**src/rtl/pmon_pkg.sv**
```systemverilog
package pmon_pkg;
  localparam int unsigned CNT_W  = 16;
  localparam int unsigned ADDR_W = 8;
  localparam logic [ADDR_W-1:0] ADDR_PAR = 8'h28;
  localparam logic [ADDR_W-1:0] ADDR_SEC = 8'h2A;
  localparam int unsigned NUM_CNT = 2;

  // 2-of-3 majority vote
  function automatic logic maj3(input logic [2:0] b);
    return (b[0] & b[1]) | (b[1] & b[2]) | (b[0] & b[2]);
  endfunction

  // saturating increment by one bit
  function automatic logic [CNT_W-1:0] sat_add(input logic [CNT_W-1:0] v, input logic inc);
    if (inc && (v != {CNT_W{1'b1}})) return v + 1'b1;
    return v;
  endfunction
endpackage

```
**src/rtl/pmon_event_decode.sv**
```systemverilog
module pmon_event_decode
  import pmon_pkg::*;
(
  input  logic       mode_e3,
  input  logic       cbit_en,
  input  logic       lof,
  input  logic       lof_count_en,
  input  logic       mf_valid,
  input  logic [2:0] cp_rx,
  input  logic       par_calc,
  input  logic [2:0] febe_rx,
  input  logic       rai_valid,
  input  logic       rai_rx,
  output logic       par_evt,
  output logic       sec_evt
);
  logic gate_ok;
  logic t3_cbit;
  logic cp_mismatch;
  logic febe_bad;
  logic rai_set;

  always_comb begin
    gate_ok     = ~lof | lof_count_en;
    t3_cbit     = ~mode_e3 & cbit_en;
    cp_mismatch = maj3(cp_rx) ^ par_calc;
    febe_bad    = (febe_rx != 3'b111);
    rai_set     = rai_valid & rai_rx;
    par_evt     = gate_ok & t3_cbit & mf_valid & cp_mismatch;
    if (mode_e3) sec_evt = gate_ok & rai_set;
    else         sec_evt = gate_ok & t3_cbit & mf_valid & febe_bad;
  end
endmodule

```
**src/rtl/pmon_sat_counter.sv**
```systemverilog
module pmon_sat_counter
  import pmon_pkg::*;
(
  input  logic             clk,
  input  logic             rst,
  input  logic             evt,
  input  logic             snap,
  output logic [CNT_W-1:0] live,
  output logic [CNT_W-1:0] held
);
  always_ff @(posedge clk) begin
    if (rst) begin
      live <= '0;
      held <= '0;
    end else if (snap) begin
      held <= live;
      live <= {{(CNT_W-1){1'b0}}, evt};
    end else begin
      live <= sat_add(live, evt);
    end
  end
endmodule

```
**src/rtl/pmon_regport.sv**
```systemverilog
module pmon_regport
  import pmon_pkg::*;
(
  input  logic                       clk,
  input  logic                       rst,
  input  logic                       rd_en,
  input  logic [ADDR_W-1:0]          rd_addr,
  input  logic [NUM_CNT-1:0][CNT_W-1:0] held,
  output logic [CNT_W-1:0]           rd_data
);
  logic [CNT_W-1:0] rd_mux;

  always_comb begin
    rd_mux = '0;
    if (rd_en) begin
      unique case (rd_addr)
        ADDR_PAR: rd_mux = held[0];
        ADDR_SEC: rd_mux = held[1];
        default:  rd_mux = '0;
      endcase
    end
  end

  always_ff @(posedge clk) begin
    if (rst) rd_data <= '0;
    else     rd_data <= rd_mux;
  end
endmodule

```
**src/rtl/pmon_err_cnt.sv**
```systemverilog
module pmon_err_cnt
  import pmon_pkg::*;
(
  input  logic              clk,
  input  logic              rst,
  input  logic              mode_e3,
  input  logic              cbit_en,
  input  logic              lof,
  input  logic              lof_count_en,
  input  logic              mf_valid,
  input  logic [2:0]        cp_rx,
  input  logic              par_calc,
  input  logic [2:0]        febe_rx,
  input  logic              rai_valid,
  input  logic              rai_rx,
  input  logic              snap,
  input  logic              rd_en,
  input  logic [ADDR_W-1:0] rd_addr,
  output logic [CNT_W-1:0]  rd_data
);
  logic par_evt;
  logic sec_evt;
  logic [NUM_CNT-1:0]            evt_vec;
  logic [NUM_CNT-1:0][CNT_W-1:0] live_q;
  logic [NUM_CNT-1:0][CNT_W-1:0] held_q;

  pmon_event_decode u_dec (
    .mode_e3(mode_e3), .cbit_en(cbit_en), .lof(lof), .lof_count_en(lof_count_en),
    .mf_valid(mf_valid), .cp_rx(cp_rx), .par_calc(par_calc), .febe_rx(febe_rx),
    .rai_valid(rai_valid), .rai_rx(rai_rx), .par_evt(par_evt), .sec_evt(sec_evt)
  );

  assign evt_vec = {sec_evt, par_evt};

  for (genvar i = 0; i < NUM_CNT; i++) begin : g_cnt
    pmon_sat_counter u_cnt (
      .clk(clk), .rst(rst), .evt(evt_vec[i]), .snap(snap),
      .live(live_q[i]), .held(held_q[i])
    );
  end

  pmon_regport u_rd (
    .clk(clk), .rst(rst), .rd_en(rd_en), .rd_addr(rd_addr),
    .held(held_q), .rd_data(rd_data)
  );
endmodule

```
**config.mk**
```make
export PLATFORM = sky130hd
export DESIGN_NAME = pmon_err_cnt
export DESIGN_NICKNAME = d
export VERILOG_FILES = /design/src/rtl/pmon_pkg.sv /design/src/rtl/pmon_event_decode.sv /design/src/rtl/pmon_sat_counter.sv /design/src/rtl/pmon_regport.sv /design/src/rtl/pmon_err_cnt.sv
export SDC_FILE = /design/constraint.sdc
export NUM_CORES = 1
export LEC_CHECK = 0
export ABC_AREA = 1
export ABC_CLOCK_PERIOD_IN_PS = 1780
export BUFFER_PORTS_ARGS = -buffer_cell sky130_fd_sc_hd__buf_2
export CAP_MARGIN = 10
export CORE_ASPECT_RATIO = 0.7
export CORE_MARGIN = 2
export CORE_UTILIZATION = 53
export DETAILED_ROUTE_END_ITERATION = 12
export PLACE_DENSITY = 0.76
export SLEW_MARGIN = 20
export SYNTH_ARGS = -nofsm -noshare
export SYNTH_HDL_FRONTEND = slang
export SYNTH_SLANG_ARGS = --single-unit
```
**constraint.sdc**
```tcl
create_clock -name clk -period 1.78 [get_ports clk]
set_clock_uncertainty 0.15 [all_clocks]
set_input_delay 0.178 -clock clk [delete_from_list [all_inputs] [get_ports clk]]
set_output_delay 0.178 -clock clk [all_outputs]
set_load 0.05 [all_outputs]
```
### Word-level counts from Yosys, hierarchy flattened

Cells that the tools add are included.

* memory bits (writable): 0
* bits in registers: 80
* memories kept: 0
* latch bits: 0
* word-level logic and storage cells: 51
* ROM bits: 0
* bits of input ports: 26

* equality and inequality tests: 5
* multiplexer cells: 14
* shift-type cells: 0
* bitwise operators: 17
* multipliers: 0
* div/mod/pow operators: 0
* magnitude comparators: 0
* reductions and logical operators: 6
* $add $sub $neg: 2

Operators with widths (count)
* $add A16 B1 Y16 const B: 2
* $mux W16: 2
* $ne A16 B16 Y1 const B: 2
* $pmux W16 S2: 1
* $eq A8 B6 Y1 const B: 2
* $mux W1: 11
* $and A1 B1 Y1: 10
* $reduce_bool A2 Y1: 2
* $reduce_or A2 Y1: 2
* $ne A3 B3 Y1 const B: 1
* $not A1 Y1: 3
* $or A1 B1 Y1: 3
* $logic_and A1 B1 Y1: 2
* $xor A1 B1 Y1: 1

### Longest topological paths before layout

Gate-level depths: netlist of run 1.

* word-level depth: 12
* gate-level depth with buffers: 11

### Hierarchy

Synthesis of run 1 repeated with hierarchy kept, for this count alone.

* cell total of the unflattened synthesis: 539
* area total of the unflattened synthesis: 3925.0 um^2

Modules (own cells, without submodules)
* pmon_sat_counter: area each 1473.9 um^2, instances 2, cells each 216
* pmon_regport: area each 883.3 um^2, instances 1, cells each 86
* pmon_event_decode: area each 93.8 um^2, instances 1, cells each 21

### Worst setup path after synthesis of run 1

OpenSTA, ideal clock, no wires.

* kind: reg-to-reg
* start: reg g_cnt[0].u_cnt.live[1]
* end: reg g_cnt[0].u_cnt.live[5]
* buffers on the path: 1
* data arrival time: 1.399 ns
* stages on the path, launching flop included: 10
* required time: 1.498 ns
* setup time: 0.132 ns
* period minus slack after synthesis: 1.682 ns
* setup slack: 0.098 ns
* path through: dfxtp_1 ha_1 nand2_1 nor2_2 nand2_2 nor2_4 nor2_4 buf_2 nand2_1 a21oi_1

* cells in the longest elaborated chain, start to end: 5
* elaborated cells on any way between the ends: 7
* classes of those cells: 1 x add/sub; 1 x eq/ne; 4 x mux; 1 x reduce/logical

RTL lines
* from (decl): line pmon_sat_counter.sv:8 `output logic [CNT_W-1:0] live,`
* from (signal assigned): line pmon_sat_counter.sv:17 `live <= {{(CNT_W-1){1'b0}}, evt};`
* from (signal assigned): line pmon_sat_counter.sv:19 `live <= sat_add(live, evt);`
* branches (longest 5 deep; another with $add A16 B1 Y16)

Several ways; the timed one is not identified. The select of a mux whose other input is x is not followed.
A chain may end at the register's enable or synchronous reset.

### Worst setup path in the final report of run 1

* start: reg g_cnt[0].u_cnt.live[0]
* end: reg g_cnt[0].u_cnt.live[0]

* cells in the longest elaborated chain, start to end: 6
* elaborated cells on any way between the ends: 10
* classes of those cells: 1 x add/sub; 1 x eq/ne; 6 x mux; 2 x reduce/logical

RTL lines
* branches (longest 6 deep; another with $add A16 B1 Y16)

Several ways; the timed one is not identified. The select of a mux whose other input is x is not followed.

==> results.sh, run 1 <==
export IMPL_outcome="finished, final reports clean"
export IMPL_insertion_delay_ps=350
export IMPL_multiInputGateArea_um2=1980
export IMPL_grt_most_used_layer="met1"
export IMPL_crit_path_max_fanout=6
export IMPL_reg2reg_to="g_cnt[0].u_cnt.live[0]"
export IMPL_fin_nets=636
export IMPL_seq_area_frac_synth_pct=41.8
export IMPL_critPathArrivalTime_ps=1790
export IMPL_die_area_um2=7930
export IMPL_setup_ws_ps=84.3
export IMPL_p_per_area_nw_per_um2=805
export IMPL_critical_path_buf_inv_count=1
export IMPL_post_route_min_period_ps=1700
export IMPL_drv_cap=0
export IMPL_dpl_hpwl_um=7090
export IMPL_grt_ovfl_total=0
export IMPL_worst_pin_slew_ps=888
export IMPL_synth_flop_cell="dfxtp_1"
export IMPL_reg2reg_from="g_cnt[0].u_cnt.live[0]"
export IMPL_die_w_um=106
export IMPL_pin_count=42
export IMPL_dp_cells=682
export IMPL_ir_drop_mv=0.390
export IMPL_cts_path_max_buffers=2
export IMPL_maxSlewHeadroom_pct=40.8
export IMPL_num_vias=3936
export IMPL_viasPerCell=5.57
export IMPL_gp_congestion=0.926
export IMPL_min_path_type="in -> reg"
export IMPL_async_reset_ff_share_pct=0
export IMPL_grtUsageMet1_pct=38.7
export IMPL_antenna_found_initial=0
export IMPL_crit_path_start_kind="flip-flop"
export IMPL_drtAntennaViolNets=0
export IMPL_drcViolationCount=0
export IMPL_layout_cells_non_filler=707
export IMPL_holdPathEnd="u_rd.rd_data[0]"
export IMPL_ff_latch_area_um2=1610
export IMPL_grt_pass1_wl_um=15500
export IMPL_grt_max_degree=58
export IMPL_fmax_ghz=0.590
export IMPL_ys_seq_elements=80
export IMPL_path_cells="ha_4, nand2_4, nor2_4, nand2_2, nor2_4, buf_6, o21bai_1, nor2_1, nor2_1"
export IMPL_grt_pass1_vias=3194
export IMPL_crit_path_start="g_cnt[0].u_cnt.live[0]"
export IMPL_met2_usage_pct=35.1
export IMPL_static_leakage_power_nw=1.75
export IMPL_reg2reg_depth=9
export IMPL_hold_worst_slack_ps=32.3
export IMPL_slowest_stage="dfxtp_2"
export IMPL_period_share_pct=95.3
export IMPL_met3_usage_pct=5.97
export IMPL_slowest_delay_ps=360
export IMPL_hold_violations=0
export IMPL_routed_wl_um=10100
export IMPL_design_area_um2=4600
export IMPL_fillerInstances=568
export IMPL_antenna_cells=0
export IMPL_wl_per_cell_um=14.3
export IMPL_htree_levels=3
export IMPL_cts_root_buffer_cell="clkbuf_8"
export IMPL_area_growth_pct=20.2
export IMPL_crit_path_end_kind="flip-flop"
export IMPL_min_from="rd_addr[6]"
export IMPL_fin_util_pct=66.9
export IMPL_synth_area_per_cell_um2=7.01
export IMPL_cts_sinks=80
export IMPL_fp_row_count=25
export IMPL_clk_pin_slew_worst_paths_ps=90
export IMPL_report_final_slew_viol_count=0
export IMPL_cts_tree="built"
export IMPL_reg2reg_slack_ps=80
export IMPL_drtIter0Drc=372
export IMPL_cp_required_ps=1880
export IMPL_drive_gt1_share_pct=19.1
export IMPL_start_util_pct=55.6
export IMPL_cts_buffers=9
export IMPL_dpl_instance_area_um2=4220
export IMPL_syn_inst=546
export IMPL_dp_slack_ps=-72.1
export IMPL_core_um2=6880
export IMPL_grt_use_total_pct=25.0
export IMPL_min_path_cells=4
export IMPL_syn_area_um2=3830
export IMPL_ys_warnings_count=0
export IMPL_chipHeight_um=75.1
export IMPL_drtPass1Iterations=5
export IMPL_critPathKind="reg -> reg"
export IMPL_mappedNetlistNets=574
export IMPL_synth_distinct_cells=32
export IMPL_synth_edf_count=0
export IMPL_cp_top_family="simple AND/OR/NAND/NOR gates"
export IMPL_setup_viol_count_final=0
export IMPL_numPortBuffers=41
[sequential cells by signal, indices dropped and copies added (netlist names)]
| signal | flops |
|---|---|
| g_cnt.u_cnt.held | 32 |
| u_rd.rd_data | 16 |
| g_cnt.u_cnt.live | 32 |
[power by group]
part           leakage (nW)  switching (mW)  internal (mW)  total [mW]
sequential            0.652          0.0265           1.83        1.85
combinational         0.978           0.145         0.0793       0.224
clock                 0.121           0.684          0.943        1.63
[cells in the final DEF, fill, tap and decap left out, drive strengths merged]
| cell | n |
|---|---|
| or2 | 1 |
| o21bai | 2 |
| nand3 | 56 |
| clkinv | 3 |
| nor2 | 65 |
| a21oi | 67 |
| clkbuf | 10 |
| buf | 71 |
| nor4 | 2 |
| dlygate4sd3 | 3 |
| inv | 47 |
| bufinv | 3 |
| o21ai | 51 |
| nand4 | 14 |
| nand2 | 122 |
| nor3 | 3 |
| ha | 2 |
| xor2 | 9 |
| a211oi | 1 |
| and2 | 1 |
| dfxtp | 80 |
[how the worst max path moves through the flow]
stage                              endpoint  cells past startpoint
global placement    g_cnt[1].u_cnt.live[12]                      8
finish               g_cnt[0].u_cnt.live[0]                      9
floorplan            g_cnt[0].u_cnt.live[5]                      9
detailed placement  g_cnt[1].u_cnt.live[11]                      8
global route         g_cnt[0].u_cnt.live[0]                      9
CTS                 g_cnt[1].u_cnt.live[11]                      9
[tightest hold or removal path: stages]
cell	delay, ps
buf_2	100
nor4_1	80
nand4_1	70
a21oi_1	60
[cell families after synthesis]
family / count (synthesis) / share of synthesized area, %
flip-flops: 80 / 41.8
AND/OR/NAND/NOR: 263 / 31.1
AO/OA/AOI/OAI: 121 / 16.4
XOR/XNOR: 9 / 2.06
buffers and inverters: 71 / 7.94
adder cells (fa/ha/maj): 2 / 0.654
[layer usage]
metal	vias to the layer above	wire, µm	share of wire (%)
li1	1925	-	-
met1	1795	4970	49
met2	208	4020	40
met3	8	1020	10
met4	0	71	0.70
met5	-	0	0
[area by class of cell]
cell class              count  area share (%)
repair buffers             74            10.3
clock buffers              10            2.77
flip-flops and latches     80            34.9
multi-input cells         396            43.0
clock inverters             6            2.53
inverters                  47            3.89
well taps                  94            2.56
[synthesized netlist by cell type (2+ instances only)]
master	n	area (µm²)
nand2_1	118	443
dfxtp_1	80	1600
a21oi_1	63	315
nor2_1	57	214
nand3_1	55	275
o21ai_0	51	255
inv_1	44	165
nand4_1	14	87.6
clkbuf_1	12	45.0
xor2_1	9	78.8
buf_2	6	30.0
nor2_4	5	56.3
a21oi_2	4	35.0
buf_4	3	22.5
ha_1	2	25.0
inv_2	2	7.51
nand2_2	2	12.5
nand2_4	2	22.5
nor2_2	2	12.5
nor4_1	2	12.5
o21bai_1	2	15.0
[metrics by stage]
stage / TNS, ps / total power [mW]
global placement: -2.10 / 2.10
finish: 0 / 3.71
detailed placement: -379 / 2.10
global route: -39.5 / 3.81
floorplan: 0 / 2.03
CTS: 0 / 3.71
[repair_timing]
item,CTS,global route
hold endpoints to repair,2,0
buffers inserted,3,2
gates resized for setup,1,18
setup endpoints to repair,15,30
pin swaps,1,5
hold buffers,3,0
cloned,0,1
(Power assumes the default switching activity.)
==> run 2: changes to the inputs <==
==> constraint.sdc (replaced) <==
create_clock -name clk -period 1.78 [get_ports clk]
set_clock_uncertainty 0.15 [all_clocks]
set_input_delay 0.089 -clock clk [delete_from_list [all_inputs] [get_ports clk]]
set_output_delay 0.089 -clock clk [all_outputs]
set_load 0.05 [all_outputs]
==> run 2 against run 1 <==
  * Setup slack lost 27 ps
  * Utilization grew 0.40 points
  * Critical endpoint is now g_cnt[0].u_cnt.live[10]
  * Routed wire length grew 4.5%
  * Clock-buffer cell count shrank 1
  * Largest cell class unchanged
  * Register-to-register slack lost 30 ps
  * First-iteration DRC count shrank 5.1%
  * Via count shrank 0.23%
  * Sequential power is essentially flat
  * Clock power shrank 6%
  * Design area grew 0.60%
==> results.sh, run 2 (synthesis gave the netlist of run 1 again) <==
export IMPL_wl_per_cell_um=14.8
export IMPL_cp_required_ps=1840
export IMPL_antenna_cells=0
export IMPL_cpMostUsedCell="nor2_4"
export IMPL_dp_slack_ps=-132
export IMPL_final_common_cell="nand2_1"
export IMPL_die_area_um2=7930
export IMPL_grt_use_total_pct=26.5
export IMPL_reg2reg_depth=8
export IMPL_setup_ws_ps=56.8
export IMPL_critPathKind="reg -> reg"
export IMPL_maxSlewHeadroom_pct=37.6
export IMPL_crit_path_end_kind="flip-flop"
export IMPL_cts_tree="built"
export IMPL_hold_violations=0
export IMPL_routed_wl_um=10500
export IMPL_chipHeight_um=75.1
export IMPL_drtPass1Iterations=5
export IMPL_hold_worst_slack_ps=10.4
export IMPL_cts_sinks=80
export IMPL_path_cells="ha_4, nand2_4, nor2_4, nand2_2, nor2_4, nor2_2, nand2_1, a21oi_1"
export IMPL_die_w_um=106
export IMPL_cts_buffers=9
export IMPL_crit_end="g_cnt[0].u_cnt.live[10]"
export IMPL_insertion_delay_ps=370
export IMPL_min_path_type="in -> reg"
export IMPL_drive_gt1_share_pct=19.6
export IMPL_start_util_pct=55.6
export IMPL_grtUsageMet1_pct=38.1
export IMPL_cp_top_family="simple AND/OR/NAND/NOR gates"
export IMPL_reg2reg_slack_ps=60
export IMPL_num_vias=3927
export IMPL_crit_path_max_fanout=8
export IMPL_slowest_stage="dfxtp_2"
export IMPL_p_per_area_nw_per_um2=782
export IMPL_cts_path_max_buffers=2
export IMPL_drv_cap=0
export IMPL_dpl_hpwl_um=7220
export IMPL_reg_largest_list="g_cnt.u_cnt.held x32, g_cnt.u_cnt.live x32, u_rd.rd_data x16"
export IMPL_slowest_delay_ps=360
export IMPL_grt_ovfl_total=0
export IMPL_critPathArrivalTime_ps=1790
export IMPL_fmax_ghz=0.580
export IMPL_fp_row_count=25
export IMPL_met2_usage_pct=39.0
export IMPL_setup_viol_count_final=0
export IMPL_period_share_pct=96.8
export IMPL_report_final_slew_viol_count=0
export IMPL_post_route_min_period_ps=1720
export IMPL_reg2reg_to="g_cnt[0].u_cnt.live[10]"
export IMPL_antenna_found_initial=0
export IMPL_ir_drop_mv=0.405
export IMPL_reg2reg_from="g_cnt[0].u_cnt.live[1]"
export IMPL_numPortBuffers=41
export IMPL_worst_pin_slew_ps=935
export IMPL_critical_path_buf_inv_count=0
export IMPL_grt_pass1_vias=3331
export IMPL_gp_congestion=0.925
export IMPL_core_um2=6880
export IMPL_area_growth_pct=21.0
export IMPL_met3_usage_pct=7.53
export IMPL_outcome="finished, final reports clean"
export IMPL_cts_root_buffer_cell="clkbuf_8"
export IMPL_grt_most_used_layer="met2"
export IMPL_drtIter0Drc=353
export IMPL_final_cell_mix="117 x nand2_1, 75 x dfxtp_1, 62 x a21oi_1"
export IMPL_fin_nets=641
export IMPL_crit_path_start_kind="flip-flop"
export IMPL_crit_path_start="g_cnt[0].u_cnt.live[1]"
export IMPL_grt_max_degree=58
export IMPL_clk_pin_slew_worst_paths_ps=90
export IMPL_pin_count=42
export IMPL_grt_pass1_wl_um=16200
export IMPL_static_leakage_power_nw=1.76
export IMPL_htree_levels=3
export IMPL_drcViolationCount=0
export IMPL_drtAntennaViolNets=0
export IMPL_viasPerCell=5.52
export IMPL_path_depth=8
export IMPL_power_total_mw=3.62
==> run 2: cell count changes in the layout (fill, tap and decap cells not counted), sizes merged <==
cell         before  now
bufinv            3    2
clkinv            3    2
clkbuf           10    9
buf              71   70
dlygate4sd3       3    9
clkinvlp          0    1
inv              47   49
==> run 2: worst min path at each step <==
stage | cells after the start | start | to
detailed placement | 2 | rst | g_cnt[0].u_cnt.held[12]
floorplan | 1 | rst | g_cnt[0].u_cnt.held[12]
global route | 4 | snap | g_cnt[1].u_cnt.held[4]
finish | 5 | snap | g_cnt[0].u_cnt.live[0]
global placement | 2 | rst | g_cnt[0].u_cnt.held[12]
CTS | 5 | snap | g_cnt[0].u_cnt.live[0]
==> run 2: where the power goes <==
group	internal (mW)	total, mW	switching, mW
sequential	1.83	1.86	0.0268
combinational	0.0882	0.236	0.148
clock	0.806	1.53	0.721
==> run 2: cell type report <==
| cell class | instances | area (µm²) |
|---|---|---|
| Clock buffer | 9 | 124 |
| Sequential cell | 80 | 1610 |
| Inverter | 47 | 176 |
| Tap cell | 94 | 118 |
| Timing Repair Buffer | 79 | 520 |
| Multi-Input combinational cell | 396 | 1980 |
| Clock inverter | 7 | 101 |
| Fill cell | 589 | 2250 |
==> run 2: metal layers <==
metal | wire length (µm) | vias to the layer above | share of wire, %
met5 | 0 | - | 0
met4 | 100 | 0 | 0.95
met3 | 1050 | 13 | 10
met2 | 4320 | 197 | 41
met1 | 5050 | 1775 | 48
li1 | - | 1942 | -
==> run 2: what timing repair did <==
item / CTS / global route
gates resized for setup: 1 / 19
buffers inserted: 2 / 2
hold buffers: 9 / 0
pin swaps: 1 / 5
setup endpoints to repair: 19 / 31
gates cloned: 0 / 1
hold endpoints to repair: 8 / 0
==> run 2: metrics by stage <==
step	setup TNS, ps	std cells	utilization, %	cell area (µm²)
2_1_floorplan	0	546	-	3830
3_3_place_gp	-1.10	682	61.3	4220
3_5_place_dp	-688	682	61.3	4220
4_1_cts	0	709	66.1	4550
5_1_grt	-125	712	67.3	4630
6_report	0	712	67.3	4630
==> run 2: worst min-delay path: cells and delay by family <==
kind / cells / cell delay, ps
buffers and inverters: 1 / 130
and+or+nand+nor: 4 / 280
==> run 3: changes to the inputs <==
--- a/config.mk
+++ b/config.mk
@@ -11,9 +11,10 @@
 export CAP_MARGIN = 10
 export CORE_ASPECT_RATIO = 0.7
 export CORE_MARGIN = 2
-export CORE_UTILIZATION = 53
+export CORE_UTILIZATION = 55
+export CTS_BUF_LIST = sky130_fd_sc_hd__clkbuf_2
 export DETAILED_ROUTE_END_ITERATION = 12
-export PLACE_DENSITY = 0.76
+export PLACE_DENSITY = 0.79
 export SLEW_MARGIN = 20
 export SYNTH_ARGS = -nofsm -noshare
 export SYNTH_HDL_FRONTEND = slang
==> run 3 against run 2 <==
  * Sequential power hardly changed
  * Sequential share of layout area decreased by 0.17 points
  * Power down 17%
  * Setup slack worse by 50 ps
  * Clock-buffer cell count unchanged
  * Die area decreased by 3.5%
  * Non-clock buffer count increased by 14
  * Via count up 1.9%
  * Cell count rose by 1.8%
  * Hold slack better by 29 ps
==> results.sh, run 3 (synthesis gave the netlist of run 1 again) <==
export IMPL_insertion_delay_ps=540
export IMPL_die_area_um2=7650
export IMPL_viasPerCell=5.52
export IMPL_cts_tree="built"
export IMPL_die_w_um=104
export IMPL_cts_path_max_buffers=2
export IMPL_crit_path_max_fanout=7
export IMPL_min_path_type="in -> reg"
export IMPL_gp_congestion=0.945
export IMPL_worst_pin_slew_ps=864
export IMPL_fmax_ghz=0.564
export IMPL_reg_largest_list="g_cnt.u_cnt.held x32, g_cnt.u_cnt.live x32, u_rd.rd_data x16"
export IMPL_core_um2=6760
export IMPL_antenna_found_initial=0
export IMPL_dpl_instance_area_um2=4190
export IMPL_routed_wl_um=10600
export IMPL_crit_path_start_kind="input pin"
export IMPL_setup_ws_ps=7.03
export IMPL_drtAntennaViolNets=0
export IMPL_area_growth_pct=22.5
export IMPL_pin_count=42
export IMPL_fin_nets=654
export IMPL_maxSlewHeadroom_pct=42.3
export IMPL_drv_cap=0
export IMPL_final_cell_mix="115 x nand2_1, 69 x dfxtp_1, 62 x a21oi_1"
export IMPL_static_leakage_power_nw=1.75
export IMPL_grt_pass1_wl_um=16700
export IMPL_post_route_min_period_ps=1770
export IMPL_cts_root_buffer_cell="clkbuf_2"
export IMPL_clk_pin_slew_worst_paths_ps=230
export IMPL_cts_sinks=80
export IMPL_power_total_mw=3.01
export IMPL_drtIter0Drc=528
export IMPL_ir_drop_mv=0.261
export IMPL_grt_max_degree=60
export IMPL_dpl_hpwl_um=7220
export IMPL_fp_row_count=25
export IMPL_drcViolationCount=0
export IMPL_grt_ovfl_total=0
export IMPL_drive_gt1_share_pct=20.4
export IMPL_start_util_pct=56.6
export IMPL_cp_required_ps=2090
export IMPL_critPathArrivalTime_ps=2080
export IMPL_setup_viol_count_final=0
export IMPL_htree_levels=3
export IMPL_p_per_area_nw_per_um2=642
export IMPL_critPathKind="in -> reg"
export IMPL_num_vias=4000
export IMPL_outcome="finished, final reports clean"
export IMPL_dp_slack_ps=-49.5
export IMPL_final_common_cell="nand2_1"
export IMPL_crit_path_end_kind="flip-flop"
export IMPL_antenna_cells=0
export IMPL_chipHeight_um=73.8
export IMPL_numPortBuffers=41
export IMPL_reg2reg_slack_ps=80
export IMPL_design_area_um2=4690
export IMPL_report_final_slew_viol_count=0
export IMPL_grt_pass1_vias=3479
export IMPL_wl_per_cell_um=14.6
export IMPL_period_share_pct=99.6
export IMPL_tns_ps=0
export IMPL_hold_violations=0
export IMPL_cts_buffers=9
export IMPL_grt_use_total_pct=27.4
export IMPL_drtPass1Iterations=5
-- run 3: worst paths after layout --
| kind | startpoint | to | cells past startpoint |
|---|---|---|---|
| worst min register to register | g_cnt[1].u_cnt.held[6] | u_rd.rd_data[6] | 2 |
| worst max-delay path | par_calc | g_cnt[0].u_cnt.live[2] | 10 |
| worst min-delay path | rai_valid | g_cnt[1].u_cnt.live[3] | 8 |
| worst max register to register | g_cnt[0].u_cnt.live[10] | g_cnt[0].u_cnt.live[1] | 8 |
-- run 3: final cells by class --
class | instances | area [µm²]
Multi-Input combinational cell | 395 | 1980
Fill cell | 577 | 2070
Clock inverter | 7 | 55.1
Clock buffer | 9 | 45.0
Sequential cell | 80 | 1620
Tap cell | 94 | 118
Inverter | 47 | 179
Timing Repair Buffer | 93 | 687
-- run 3: report_power, final --
group / internal (mW) / switching, mW
logic: 0.115 / 0.154
registers: 1.83 / 0.0246
clock network: 0.199 / 0.682
total: 2.15 / 0.861
-- run 3: metal layers --
| layer | part of all wire [%] | vias up | wire [µm] | track usage [%] |
|---|---|---|---|---|
| li1 | - | 1974 | - | - |
| met1 | 48 | 1811 | 5090 | 40.2 |
| met2 | 41 | 201 | 4360 | 41.4 |
| met3 | 9.6 | 14 | 1020 | 5.94 |
| met4 | 0.85 | 0 | 90 | 6.61 |
| met5 | 0 | - | 0 | 0 |
-- run 3: through the flow --
stage / instances / hold WS [ps] / util, %
floorplan: 546 / 17.5 / -
CTS: 718 / 10.4 / 67.0
finish: 725 / 39.9 / 69.4
global placement: 679 / 173 / 62.1
global route: 725 / 39.4 / 69.4
detailed placement: 679 / 185 / 62.1
-- run 3: timing repair --
item                                    CTS  global route
hold endpoints to repair                 70             0
endpoints found under the setup margin    9            31
gates resized for setup                   2            32
buffers inserted                          0             6
pin swaps                                 0            10
gates cloned                              0             1
hold buffers                             23             0
-- run 3: worst max-delay path, cell delays in order --
cell and delay, ps:
dlygate4sd3_1 530, buf_2 130, nand3_1 60, dlygate4sd3_1 560, nand3_2 110, nor2_4 210
clkbuf_16 190, nand2_1 50, nor2_1 110, nor2_1 50
